[config.mk]
export PLATFORM = sky130hd
export DESIGN_NAME = shirq_distrib
export DESIGN_NICKNAME = d
export VERILOG_FILES = /design/src/rtl/shirq_pkg.sv /design/src/rtl/shirq_cmd_dec.sv /design/src/rtl/shirq_rr_pick.sv /design/src/rtl/shirq_chan.sv /design/src/rtl/shirq_distrib.sv
export SDC_FILE = /design/constraint.sdc
export NUM_CORES = 1
export LEC_CHECK = 0
export BUFFER_PORTS_ARGS = -buffer_cell sky130_fd_sc_hd__buf_2
export CORE_MARGIN = 8
export CORE_UTILIZATION = 35
export CTS_BUF_LIST = sky130_fd_sc_hd__clkbuf_8
export CTS_CLUSTER_DIAMETER = 40
export DETAILED_ROUTE_END_ITERATION = 12
export GPL_TIMING_DRIVEN = 1
export PLACE_DENSITY = 0.57
export SLEW_MARGIN = 20
export SYNTH_ARGS = -nofsm -noshare
export SYNTH_HDL_FRONTEND = slang
export SYNTH_HIERARCHICAL = 1
export SYNTH_SLANG_ARGS = --single-unit
[constraint.sdc]
create_clock -name clk -period 4.68 [get_ports clk]
set_input_delay 0.468 -clock clk [delete_from_list [all_inputs] [get_ports clk]]
set_output_delay 0.468 -clock clk [all_outputs]
set_load 0.02 [all_outputs]
[src/rtl/shirq_pkg.sv]
package shirq_pkg;

   typedef enum logic [2:0] {
      OP_NOP    = 3'd0,
      OP_DEST   = 3'd1,
      OP_MODE   = 3'd2,
      OP_MASK   = 3'd3,
      OP_ENABLE = 3'd4,
      OP_ACK    = 3'd5
   } shirq_op_e;

   localparam logic [1:0] DIST_ROTATE = 2'd1;
   localparam int         TRIG_BIT    = 4;
   localparam int         FIRST_SHARED_LINE = 24;

endpackage

[src/rtl/shirq_cmd_dec.sv]
module shirq_cmd_dec
   import shirq_pkg::*;
#(
   parameter int NUM_IRQ = 8,
   parameter int IDX_W   = 4
) (
   input  logic               cmd_vld_i,
   input  logic [2:0]         cmd_op_i,
   input  logic [IDX_W-1:0]   cmd_idx_i,
   output logic [NUM_IRQ-1:0] wr_dest_o,
   output logic [NUM_IRQ-1:0] wr_mode_o,
   output logic [NUM_IRQ-1:0] wr_mask_o,
   output logic [NUM_IRQ-1:0] ack_o,
   output logic               wr_en_o
);

   shirq_op_e op;
   assign op = shirq_op_e'(cmd_op_i);

   assign wr_en_o = cmd_vld_i && (op == OP_ENABLE);

   for (genvar i = 0; i < NUM_IRQ; i++) begin : g_sel
      logic hit;
      assign hit          = cmd_vld_i && (cmd_idx_i == IDX_W'(i));
      assign wr_dest_o[i] = hit && (op == OP_DEST);
      assign wr_mode_o[i] = hit && (op == OP_MODE);
      assign wr_mask_o[i] = hit && (op == OP_MASK);
      assign ack_o[i]     = hit && (op == OP_ACK);
   end

endmodule

[src/rtl/shirq_rr_pick.sv]
module shirq_rr_pick #(
   parameter int NUM_CORE = 4,
   localparam int CW = (NUM_CORE > 1) ? $clog2(NUM_CORE) : 1
) (
   input  logic [NUM_CORE-1:0] dest_i,
   input  logic [CW-1:0]       last_i,
   output logic [CW-1:0]       pick_o
);

   always_comb begin
      logic found;
      found  = 1'b0;
      pick_o = last_i;
      for (int k = 1; k <= NUM_CORE; k++) begin
         if (!found && dest_i[(int'(last_i) + k) % NUM_CORE]) begin
            found  = 1'b1;
            pick_o = CW'((int'(last_i) + k) % NUM_CORE);
         end
      end
   end

endmodule

[src/rtl/shirq_chan.sv]
module shirq_chan
   import shirq_pkg::*;
#(
   parameter int NUM_CORE = 4,
   localparam int CW = (NUM_CORE > 1) ? $clog2(NUM_CORE) : 1
) (
   input  logic                clk,
   input  logic                rst_n,
   input  logic                irq_i,
   input  logic                glb_en_i,
   input  logic                wr_dest_i,
   input  logic                wr_mode_i,
   input  logic                wr_mask_i,
   input  logic                ack_i,
   input  logic [NUM_CORE-1:0] dest_data_i,
   input  logic [1:0]          mode_data_i,
   input  logic                trig_data_i,
   input  logic                mask_data_i,
   output logic [NUM_CORE-1:0] lines_o
);

   logic [NUM_CORE-1:0] dest_q;
   logic [1:0]          mode_q;
   logic                level_q;
   logic                mask_q;
   logic                pend_q;
   logic                prev_q;
   logic                act_d_q;
   logic [CW-1:0]       last_q;

   logic                act;
   logic                rotate;
   logic                rise;
   logic [CW-1:0]       pick;
   logic [CW-1:0]       cur;
   logic [NUM_CORE-1:0] cur_oh;

   shirq_rr_pick #(.NUM_CORE(NUM_CORE)) u_pick (
      .dest_i (dest_q),
      .last_i (last_q),
      .pick_o (pick)
   );

   assign rotate = (mode_q == DIST_ROTATE);
   assign act    = glb_en_i && !mask_q && (level_q ? irq_i : pend_q);
   assign rise   = act && !act_d_q;
   assign cur    = rise ? pick : last_q;

   always_comb begin
      cur_oh      = '0;
      cur_oh[cur] = 1'b1;
   end

   always_comb begin
      if (!act)
         lines_o = '0;
      else if (rotate)
         lines_o = cur_oh & dest_q;
      else
         lines_o = dest_q;
   end

   always_ff @(posedge clk or negedge rst_n) begin
      if (!rst_n) begin
         dest_q  <= '1;
         mode_q  <= 2'd0;
         level_q <= 1'b1;
         mask_q  <= 1'b1;
         pend_q  <= 1'b0;
         prev_q  <= 1'b0;
         act_d_q <= 1'b0;
         last_q  <= CW'(NUM_CORE - 1);
      end else begin
         if (wr_dest_i) dest_q <= dest_data_i;
         if (wr_mode_i) begin
            mode_q  <= mode_data_i;
            level_q <= trig_data_i;
         end
         if (wr_mask_i) mask_q <= mask_data_i;
         prev_q <= irq_i;
         if (irq_i && !prev_q)
            pend_q <= 1'b1;
         else if (ack_i)
            pend_q <= 1'b0;
         act_d_q <= act;
         if (rise && rotate) last_q <= pick;
      end
   end

endmodule

[src/rtl/shirq_distrib.sv]
module shirq_distrib
   import shirq_pkg::*;
#(
   parameter int NUM_IRQ   = 8,
   parameter int NUM_CORE  = 4,
   parameter int IDX_W     = 4,
   parameter int DATA_W    = 32,
   parameter int BASE_LINE = FIRST_SHARED_LINE
) (
   input  logic                         clk,
   input  logic                         rst_n,
   input  logic [NUM_IRQ-1:0]           irq_i,
   input  logic                         cmd_vld_i,
   input  logic [2:0]                   cmd_op_i,
   input  logic [IDX_W-1:0]             cmd_idx_i,
   input  logic [DATA_W-1:0]            cmd_data_i,
   output logic [NUM_CORE*NUM_IRQ-1:0]  core_irq_o,
   output logic [15:0]                  build_o
);

   if (NUM_CORE < 2) begin : g_bad_core
      $error("NUM_CORE must be at least 2");
   end
   if ((1 << IDX_W) < NUM_IRQ) begin : g_bad_idx
      $error("IDX_W too narrow for NUM_IRQ");
   end
   if (DATA_W < TRIG_BIT + 1 || DATA_W < NUM_CORE) begin : g_bad_data
      $error("DATA_W too narrow");
   end
   if (BASE_LINE < FIRST_SHARED_LINE) begin : g_bad_base
      $error("BASE_LINE overlaps core-private lines");
   end

   logic [NUM_IRQ-1:0]  wr_dest;
   logic [NUM_IRQ-1:0]  wr_mode;
   logic [NUM_IRQ-1:0]  wr_mask;
   logic [NUM_IRQ-1:0]  ack;
   logic                wr_en;
   logic                glb_en_q;
   logic                unused_data;

   assign unused_data = ^cmd_data_i;
   assign build_o     = 16'(NUM_IRQ);

   shirq_cmd_dec #(.NUM_IRQ(NUM_IRQ), .IDX_W(IDX_W)) u_dec (
      .cmd_vld_i (cmd_vld_i),
      .cmd_op_i  (cmd_op_i),
      .cmd_idx_i (cmd_idx_i),
      .wr_dest_o (wr_dest),
      .wr_mode_o (wr_mode),
      .wr_mask_o (wr_mask),
      .ack_o     (ack),
      .wr_en_o   (wr_en)
   );

   always_ff @(posedge clk or negedge rst_n) begin
      if (!rst_n)     glb_en_q <= 1'b0;
      else if (wr_en) glb_en_q <= cmd_data_i[0];
   end

   for (genvar i = 0; i < NUM_IRQ; i++) begin : g_chan
      logic [NUM_CORE-1:0] lines;

      shirq_chan #(.NUM_CORE(NUM_CORE)) u_chan (
         .clk         (clk),
         .rst_n       (rst_n),
         .irq_i       (irq_i[i]),
         .glb_en_i    (glb_en_q),
         .wr_dest_i   (wr_dest[i]),
         .wr_mode_i   (wr_mode[i]),
         .wr_mask_i   (wr_mask[i]),
         .ack_i       (ack[i]),
         .dest_data_i (cmd_data_i[NUM_CORE-1:0]),
         .mode_data_i (cmd_data_i[1:0]),
         .trig_data_i (cmd_data_i[TRIG_BIT]),
         .mask_data_i (cmd_data_i[0]),
         .lines_o     (lines)
      );

      for (genvar c = 0; c < NUM_CORE; c++) begin : g_core
         assign core_irq_o[c*NUM_IRQ + i] = lines[c];
      end
   end

endmodule

Word level (Yosys, flattened, before mapping)
Index checks and enable logic that the tools add are counted.
W data, S select, Z words.
- add/subtract/negate cells: 32
- $lt $le $gt $ge: 48
- equal/unequal tests: 20
- multiplexer cells: 216
- bitwise logic cells: 40
- reductions and logical operators: 202
- operators by type and width (operator ; count):
    $lt A3 B4 Y1 const B ; 32
    $mux W1 ; 120
    $logic_and A1 B1 Y1 ; 113
    $mux W2 ; 40
    $bmux W1 S2 ; 32
    $mux W4 ; 16
    $reduce_or A2 Y1 ; 32
    $logic_not A1 Y1 ; 48
    $add A2 B1 Y2 const B ; 16
    $add A2 B2 Y2 const B ; 16
    $and A1 B1 Y1 const A ; 32
    $and A4 B4 Y4 ; 8
    $lt A2 B3 Y1 const B ; 8
    $demux W1 S2 ; 8
    $eq A2 B1 Y1 const B ; 8
    $eq A4 B3 Y1 const B ; 4
    $ge A2 B1 Y1 const B ; 8
    $reduce_bool A2 Y1 ; 8
    $eq A4 B2 Y1 const B ; 2
    $eq A3 B2 Y1 const B ; 2
    $eq A3 B3 Y1 const B ; 2
    $eq A4 B1 Y1 const B ; 1
    $logic_not A4 Y1 ; 1
    $eq A3 B1 Y1 const B ; 1
- bits in registers: 105
- output and inout port bits: 48
- word-level logic and storage cells: 623

Logic depth before layout (Yosys ltp)
Gate-level depths: netlist of the first run.
- depth after elaboration: 24
- depth in mapped cells: 6
- mapped depth without buffers: 5

By module
Netlist of the first run, hierarchy kept.
- modules (own cells, without submodules) (module ; times used ; cells each ; area each (um2)):
    shirq_chan at g_chan[0].u_chan ... ; 7 ; 46 ; 618.1
    shirq_chan at g_chan[7].u_chan ; 1 ; 45 ; 604.3
    shirq_rr_pick ; 8 ; 10 ; 75.1
    shirq_cmd_dec ; 1 ; 55 ; 324.1
    shirq_distrib ; 1 ; 20 ; 167.7

Least setup slack after synthesis of the first run
Ideal clock, no wire load.
- path kind: reg-to-output
- start point: register g_chan[0].u_chan.last_q[1]
- end point: output core_irq_o[24]
- arrival: 1.749 ns
- required time: 4.212 ns
- setup slack: 2.463 ns
- stages on the path, launching flop included: 6
- path buffers: 1
- cells stage by stage: dfstp_2 -> clkbuf_2 -> mux2i_1 -> a221o_1 -> and3b_1 -> o311a_1
- cells in the longest elaborated chain, start to end: 22
- ends and longest elaborated chain (what ; RTL line ; RTL):
    start: declaration ; shirq_chan.sv:29 ; logic [CW-1:0] last_q;
    start signal: assignment ; shirq_chan.sv:72 ; last_q <= CW'(NUM_CORE - 1);
    start signal: assignment ; shirq_chan.sv:86 ; if (rise && rotate) last_q <= pick;
    $add A2 B1 Y2 ; shirq_rr_pick.sv:15 ; if (!found && dest_i[(int'(last_i) + k) % NUM_CORE]) begin
    $bmux W1 S2 ; shirq_rr_pick.sv:15 ;
    $mux W1 (not written as such) (2 in a row) ; shirq_rr_pick.sv:15 ;
    $mux W1 ; shirq_rr_pick.sv:15 ;
    $logic_not A1 Y1 ; shirq_rr_pick.sv:15 ;
    $logic_and A1 B1 Y1 ; shirq_rr_pick.sv:15 ;
    $mux W1 ; shirq_rr_pick.sv:15 ;
    $logic_not A1 Y1 ; shirq_rr_pick.sv:15 ;
    [... 5 more ...] ; -- ;
    named net g_chan[0].u_chan.pick[0] ; shirq_chan.sv:34 ; logic [CW-1:0] pick;
    $mux W2 (*) ; shirq_chan.sv:47 ; assign cur = rise ? pick : last_q;
    $lt A2 B3 Y1 (not written as such) / $ge A2 B1 Y1 (equally long branches) ; shirq_chan.sv:51 ; cur_oh[cur] = 1'b1;
    $logic_and A1 B1 Y1 (not written as such) ; shirq_chan.sv:51 ;
    $mux W1 (not written as such) ; shirq_chan.sv:51 ;
    $demux W1 S2 (*) ; -- ;
    $and A4 B4 Y4 (*) ; shirq_chan.sv:58 ; lines_o = cur_oh & dest_q;
    $mux W4 (*) ; shirq_chan.sv:57 ; else if (rotate)
    $mux W4 (*) ; shirq_chan.sv:55 ; if (!act)
    end: declaration ; shirq_distrib.sv:17 ; output logic [NUM_CORE*NUM_IRQ-1:0] core_irq_o,
Mark *: on every way through the listed nets, which the timed path passes. The rest lies on a longest branch. The select of a mux whose other input is x is not followed.

Final worst setup path of the first run
- start point: register g_chan[6].u_chan.last_q[1]
- end point: output core_irq_o[22]
- cells in the longest elaborated chain, start to end: 22
- ends and longest elaborated chain (what ; RTL line):
    start: declaration ; shirq_chan.sv:29
    start signal: assignment ; shirq_chan.sv:72
    start signal: assignment ; shirq_chan.sv:86
    $add A2 B1 Y2 ; shirq_rr_pick.sv:15
    $bmux W1 S2 ; shirq_rr_pick.sv:15
    $mux W1 (not written as such) (2 in a row) ; shirq_rr_pick.sv:15
    $mux W1 ; shirq_rr_pick.sv:15
    $logic_not A1 Y1 ; shirq_rr_pick.sv:15
    $logic_and A1 B1 Y1 ; shirq_rr_pick.sv:15
    $mux W1 ; shirq_rr_pick.sv:15
    $logic_not A1 Y1 ; shirq_rr_pick.sv:15
    [... 5 more ...] ; --
    named net g_chan[6].u_chan.pick[0] ; shirq_chan.sv:34
    $mux W2 (*) ; shirq_chan.sv:47
    $lt A2 B3 Y1 (not written as such) / $ge A2 B1 Y1 (equally long branches) ; shirq_chan.sv:51
    $logic_and A1 B1 Y1 (not written as such) ; shirq_chan.sv:51
    $mux W1 (not written as such) ; shirq_chan.sv:51
    $demux W1 S2 (*) ; --
    $and A4 B4 Y4 (*) ; shirq_chan.sv:58
    $mux W4 (*) ; shirq_chan.sv:57
    $mux W4 (*) ; shirq_chan.sv:55
Marks and branches as above.

==> results of run 1 <==
-- registers in the layout, indices dropped and copies added, names as in the netlist --
name                   cells
g_chan.u_chan/prev_q       8
g_chan.u_chan/pend_q       8
g_chan.u_chan/mode_q      16
g_chan.u_chan/last_q      16
g_chan.u_chan/act_d_q      8
g_chan.u_chan/level_q      8
g_chan.u_chan/mask_q       8
g_chan.u_chan/dest_q      32
glb_en_q                   1
-- cell families after synthesis --
| family | share of synthesized area |
|---|---|
| compound gates | 0.0931 |
| buf+inv | 0.0523 |
| flops | 0.450 |
| mux | 0.193 |
| other cells | 0.00125 |
| simple gates | 0.211 |
-- worst max-delay path: stages, from the launching register on --
cell	delay (ns)
dfstp_2	0.66
mux2i_1	0.23
a221o_1	0.25
nor2_1	0.07
a221o_1	0.34
and3_1	0.18
buf_2	0.15
-- metal layers --
metal,vias up,track usage
met2,80,0.211
met5,-,0
met1,2162,0.157
met4,2,0.0525
met3,19,0.0249
li1,1998,-
-- Yosys cell counts, types with 8 or more instances --
cell type,number,area share
o22ai_1,8,0.0083
o311a_1,24,0.040
nand2_1,11,0.0069
a221o_1,16,0.027
inv_1,16,0.010
nor2b_1,9,0.0093
mux2_2,78,0.15
nor3b_1,23,0.029
and3b_1,8,0.012
a21o_1,8,0.010
a31oi_1,8,0.0083
dfstp_2,64,0.28
and3_1,16,0.017
buf_4,16,0.020
nor3_1,29,0.024
mux2i_1,24,0.040
nor2_1,40,0.025
nand2b_1,21,0.022
dfrtp_1,41,0.17
nand3b_1,8,0.010
nor4_2,8,0.017
clkbuf_2,8,0.0066
-- through the flow --
step	setup WS [ns]	instance area [um2]	cells	power (uW)
2_1_floorplan	2.46	6080	536	1620
3_3_place_gp	2.34	6380	781	1700
3_5_place_dp	2.27	6380	781	1740
4_1_cts	1.94	6610	797	2370
5_1_grt	1.80	6610	797	2470
6_report	1.96	6610	797	2340
-- final timing paths --
kind,startpoint,end,slack (ns)
max,g_chan[6].u_chan/last_q[1]$_DFFE_PN1P_,core_irq_o[22],1.96
min,irq_i[4],g_chan[4].u_chan/prev_q$_DFF_PN0_,0.22
max reg2reg,glb_en_q$_DFFE_PN0P_,g_chan[7].u_chan/last_q[0]$_DFFE_PN1P_,2.66
min reg2reg,g_chan[1].u_chan/prev_q$_DFF_PN0_,g_chan[1].u_chan/pend_q$_DFFE_PN0P_,0.43
max in group asynchronous,rst_n,g_chan[6].u_chan/last_q[0]$_DFFE_PN1P_,3.43
min in group asynchronous,rst_n,g_chan[5].u_chan/act_d_q$_DFF_PN0_,0.25
-- power by group --
part           switching [uW]  total, uW  internal (uW)
sequential                160       1210           1050
combinational             272        517            244
clock                     291        616            325
-- area by class of cell --
class	count	area share
multi-input cells	380	0.462
inverters	16	0.00909
flip-flops and latches	105	0.410
well taps	225	0.0426
clock inverters	5	0.0108
repair buffers	55	0.0424
clock buffers	11	0.0229
==> summary.md, run 1 <==
| Metric | Value |
|---|---|
| Tmin final | `2.72 ns` |
| Wire length per cell | `17.2 um` |
| Synthesized area | `6020 um2` |
| Total Nets Final | `617` |
| DR DRC count | `0` |
| TritonCTS buffer count | `9` |
| Routed wl met3 | `533 um` |
| Final Max Tran Viols | `0` |
| Register area | `2710 um2` |
| Die ar. | `21,700 um2` |
| Seq/Total Area, Yosys | `0.450` |
| Worst setup EP type | `primary output` |
| Reg clk slew, reported paths | `0.09 ns` |
| Post-synth EDFFs | `0` |
| DR iter-0 viols | `187` |
| Gr usage total | `0.127` |
| Via Count | `4,261` |
| P_leak | `0.00285 uW` |
| Detail Placement HPWL | `9790 um` |
| Top layer in use | `met5` |
| Routed length on met2 | `6630 um` |
| Slew Limit Headroom | `0.345` |
| Final Hold Vio Count | `0` |
| # setup viols final | `0` |
| Syn Inst Count | `522` |
| Outcome | `complete, no violations` |
| Max-Cap Viols | `0` |
| # diodes | `0` |
| I/O pin cnt | `98` |
| Core area | `17,100 um2` |
| Final Util | `0.387` |
| Clock root cell | `clkbuf_8` |
| Post-CTS repair timing setup buffer count | `0` |
| Crit-path max FO | `11` |
| Count of cell types in the netlist | `35` |
| Seq cells post-synth | `105` |
| Startpoint types | `flop` |
| Number of global-route vias before repair | `4,199` |
| WL final | `13,700 um` |
| Met1 Wirelength | `6280 um` |
| Post_cts resized | `0` |
| Class of the most critical setup path | `flop to primary output` |
| Clock Path Buffers | `2` |
| Pwr/cell area | `354 nW/um2` |
| Clock Skews | `0.00512 ns` |
| Antenna violations before repair | `1` |
| Max Freq | `367 MHz` |
| HP Class | `input port to flop` |
| Worst VDD drop | `136 uV` |
| Arr. time, crit path | `2.26 ns` |
| Initial Utilization | `0.353` |
| Dominant synthesized flop cell | `dfstp_2` |
| First-pass GRT wire length | `22,100 um` |
| Port-buffer cells | `54` |
| Clk sink count | `105` |
| Rows | `48` |
| Vias per cell | `5.35` |
| Worst hold margin | `0.224 ns` |
| Gpl congestion | `0.829` |
| Area of the multi-input gates | `3050 um2` |
| First-pass iteration count of the detailed router | `4` |
| Synth warn | `6` |
| Fin Setup TNS | `0 ns` |
| Share of cells above drive strength 1 | `0.402` |
| CTS Hold Bufs | `0` |
| Tcrit/Tclk final | `0.582` |
| WHS Path Cells | `1` |
| Clock Latency Late Sink | `0.36 ns` |
| Layout area overhead | `9.66%` |
| Largest net degree at the start of global routing | `79` |
| GRT Residual Overflow | `0` |
| H-tree levels | `3` |
| Most frequent cells in the layout | `mux2_2 (78), dfstp_2 (64), buf_2 (53), dfrtp_1 (41), nor2_1 (40)` |
| Most common cell after layout, fill and taps aside | `mux2_2` |
| RSZ-0062 raised after global routing | `no` |
| Die Height | `147 um` |
| Asr flop ratio synth | `1.00` |
| Fill count | `1,712` |
| DRT antenna net count | `0` |
| Slew @ Worst Pin | `0.983 ns` |
| Die W | `147 um` |
| FF-to-FF path depth | `3` |
| Req. time, crit path | `4.21 ns` |
| CTS tree | `done` |
| Post-synthesis average cell area | `11.5 um2` |
No activity file was read; power rests on OpenSTA's default activity.
==> inputs of run 2 (changes only) <==
==> constraint.sdc (replaced) <==
create_clock -name clk -period 2.8 [get_ports clk]
set_input_delay 0.28 -clock clk [delete_from_list [all_inputs] [get_ports clk]]
set_output_delay 0.28 -clock clk [all_outputs]
set_load 0.02 [all_outputs]
==> summary.md, run 2 (synthesis gave the netlist of run 1 again) <==
| Metric | Value |
|---|---|
| Wire length per cell | `17.2 um (about the same)` |
| Max reg flops | `32 (unchanged)` |
| Max Freq | `396 MHz` |
| HP Class | `input port to flop` |
| Gpl congestion | `0.799 (-3.6%)` |
| Tmin final | `2.52 ns` |
| Number of global-route vias before repair | `4,342 (+3.4%)` |
| Logic pwr share | `0.224 (+0.003)` |
| Sequential Power Share | `0.523 (+0.007)` |
| Outcome | `complete, no violations` |
| DRT antenna net count | `0 (unchanged)` |
| Switch Pwr | `1220 uW (+68%)` |
| Pwr Total | `3870 uW (+65%)` |
| Top reg by flops | `g_chan.u_chan/dest_q` |
| Initial Utilization | `0.353 (unchanged)` |
| Die ar. | `21,700 um2 (unchanged)` |
| Detail Placement HPWL | `9950 um (+1.6%)` |
| # diodes | `0 (unchanged)` |
| Class of the most critical setup path | `flop to primary output` |
| Worst VDD drop | `279 uV (+110%)` |
| RSZ-0062 raised after global routing | `no` |
| Die W | `147 um (unchanged)` |
| Startpoint types | `flop` |
| Hold wc startpoint | `irq_i[4]` |
| Most common cell after layout, fill and taps aside | `mux2_2` |
| Gr usage total | `0.127 (+0.000760)` |
| Post-CTS repair timing setup buffer count | `0 (unchanged)` |
| Clk sink count | `105 (unchanged)` |
| WL final | `13,700 um (+0.48%)` |
| Regs by FF count | `g_chan.u_chan/dest_q x32, g_chan.u_chan/last_q x16, g_chan.u_chan/mode_q x16` |
| P_leak | `0.00285 uW (+0.20%)` |
| Worst slack, placed | `0.664 ns (-1.61 ns)` |
| Most frequent cells in the layout | `mux2_2 (78), dfstp_2 (64), buf_2 (53), dfrtp_1 (41), nor2_1 (40)` |
| Req. time, crit path | `2.52 ns (-1.69 ns)` |
| Final Max Tran Viols | `0 (unchanged)` |
| Reg clk slew, reported paths | `0.10 ns (about the same)` |
| Fin Setup TNS | `0 ns (unchanged)` |
| Slew @ Worst Pin | `0.767 ns (-0.216 ns)` |
| Hold EP | `g_chan[4].u_chan/prev_q$_DFF_PN0_` |
| Clock Power Share | `0.253 (-0.010)` |
| Crit path launch | `g_chan[6].u_chan/last_q[1]$_DFFE_PN1P_` |
| Vias per cell | `5.31 (-0.71%)` |
| Tcrit/Tclk final | `0.901` |
| DR iter-0 viols | `196 (+4.8%)` |
| DR DRC count | `0 (unchanged)` |
| Reg-to-reg endpoint | `g_chan[7].u_chan/last_q[0]$_DFFE_PN1P_` |
| Area of the multi-input gates | `3050 um2 (unchanged)` |
| # setup viols final | `0 (unchanged)` |
| Total Nets Final | `621 (+0.65%)` |
| Layout area overhead | `10.3%` |
| Final Instance Area | `6640 um2 (+0.57%)` |
| Clock Path Buffers | `2 (unchanged)` |
| Fill count | `1,648 (-3.7%)` |
| First-pass iteration count of the detailed router | `4 (unchanged)` |
| WHS Path Cells | `1 (unchanged)` |
| Pwr/cell area | `582 nW/um2 (+64%)` |
| H-tree levels | `3 (unchanged)` |
| Final worst slack | `0.276 ns (-1.68 ns)` |
| Placed cell area | `6420 um2 (+0.55%)` |
| Via Count | `4,252 (-0.21%)` |
| Final Hold Vio Count | `0 (unchanged)` |
| Worst setup EP type | `primary output` |
| Clock Skews | `0.00739 ns (+0.00227 ns)` |
| Register area | `2710 um2 (unchanged)` |
| Clock Latency Late Sink | `0.37 ns (about the same)` |
| CTS Hold Bufs | `1 (+1)` |
| Reg-to-Reg Start | `glb_en_q$_DFFE_PN0P_` |
| FF-to-FF path depth | `3 (unchanged)` |
| GRT Residual Overflow | `0 (unchanged)` |
| First-pass GRT wire length | `22,500 um (+1.8%)` |
| Rows | `48 (unchanged)` |
| Clock root cell | `clkbuf_8` |
| I/O pin cnt | `98 (unchanged)` |
| CTS tree | `done` |
| Share of cells above drive strength 1 | `0.410 (+0.00762)` |
| Post_cts resized | `0 (unchanged)` |
| Core area | `17,100 um2 (unchanged)` |
| Largest net degree at the start of global routing | `58 (-27%)` |
| Die Height | `147 um (unchanged)` |
| Max-Cap Viols | `0 (unchanged)` |
| Crit-path max FO | `11 (unchanged)` |
| Antenna violations before repair | `1 (unchanged)` |
| P_int | `2650 uW (+64%)` |
| TritonCTS buffer count | `9 (unchanged)` |
| Arr. time, crit path | `2.24 ns (-0.02 ns)` |
| Sw Share | `0.315 (+0.00589)` |
| Port-buffer cells | `54 (unchanged)` |
| Slew Limit Headroom | `0.489 (+0.144)` |
| FF-to-FF setup slack | `0.78 ns (-1.88 ns)` |
[run 2: cell count changes in the layout (fill, tap and decap cells not counted)]
| cell | previous run | this run |
|---|---|---|
| clkinvlp_4 | 0 | 2 |
| buf_4 | 2 | 4 |
| clkinv_2 | 0 | 1 |
| clkbuf_8 | 11 | 12 |
| buf_12 | 0 | 1 |
| dlygate4sd3_1 | 0 | 1 |
| bufinv_16 | 2 | 1 |
| inv_1 | 19 | 16 |
[run 2: how the worst max path moves through the flow]
stage	end	slack (ns)	depth (start not counted)
after floorplan	core_irq_o[24]	0.77	5
after global placement	core_irq_o[27]	0.72	5
after detailed placement	g_chan[2].u_chan/dest_q[1]$_DFFE_PN1P_	0.66	4
after CTS	core_irq_o[17]	0.26	6
after global routing	core_irq_o[19]	0.14	6
final	core_irq_o[22]	0.28	6
[run 2: power groups by stage]
stage	Sequential (uW)	Combinational, uW	Clock (uW)
floorplan	1910	798	0
global placement	2020	826	0
detailed placement	2040	867	0
CTS	2020	870	1030
global route	2060	952	1080
finish	2020	865	979
[run 2: layout make-up]
type / instances / area share
multi-input combinational: 380 / 0.460
clock buffer: 12 / 0.0249
timing repair buffer: 59 / 0.0490
tap: 225 / 0.0424
clock inverter: 4 / 0.00753
inverter: 16 / 0.00904
sequential: 105 / 0.408
[run 2: layer usage]
layer | part of all wire | vias up | GRT usage
met4 | 0.015 | 2 | 0.0449
met1 | 0.45 | 2132 | 0.156
li1 | - | 2015 | -
met5 | 0.00073 | - | 0
met2 | 0.49 | 87 | 0.220
met3 | 0.038 | 16 | 0.0228
[run 2: worst max-delay path, cell delays in order, from the launching register on]
cell and delay [ns]:
dfstp_2 0.65, mux2i_1 0.22, a221o_1 0.26, nor2_1 0.08, a221o_1 0.34, and3_1 0.18, buf_2 0.16
[run 2: through the flow]
stage          cells  hold slack [ns]  utilization
6_report         801           0.0362        0.389
5_1_grt          801           0.0236        0.389
4_1_cts          801           0.0148        0.389
3_3_place_gp     784            0.296        0.376
2_1_floorplan    536          -0.0156            -
3_5_place_dp     784            0.307        0.376
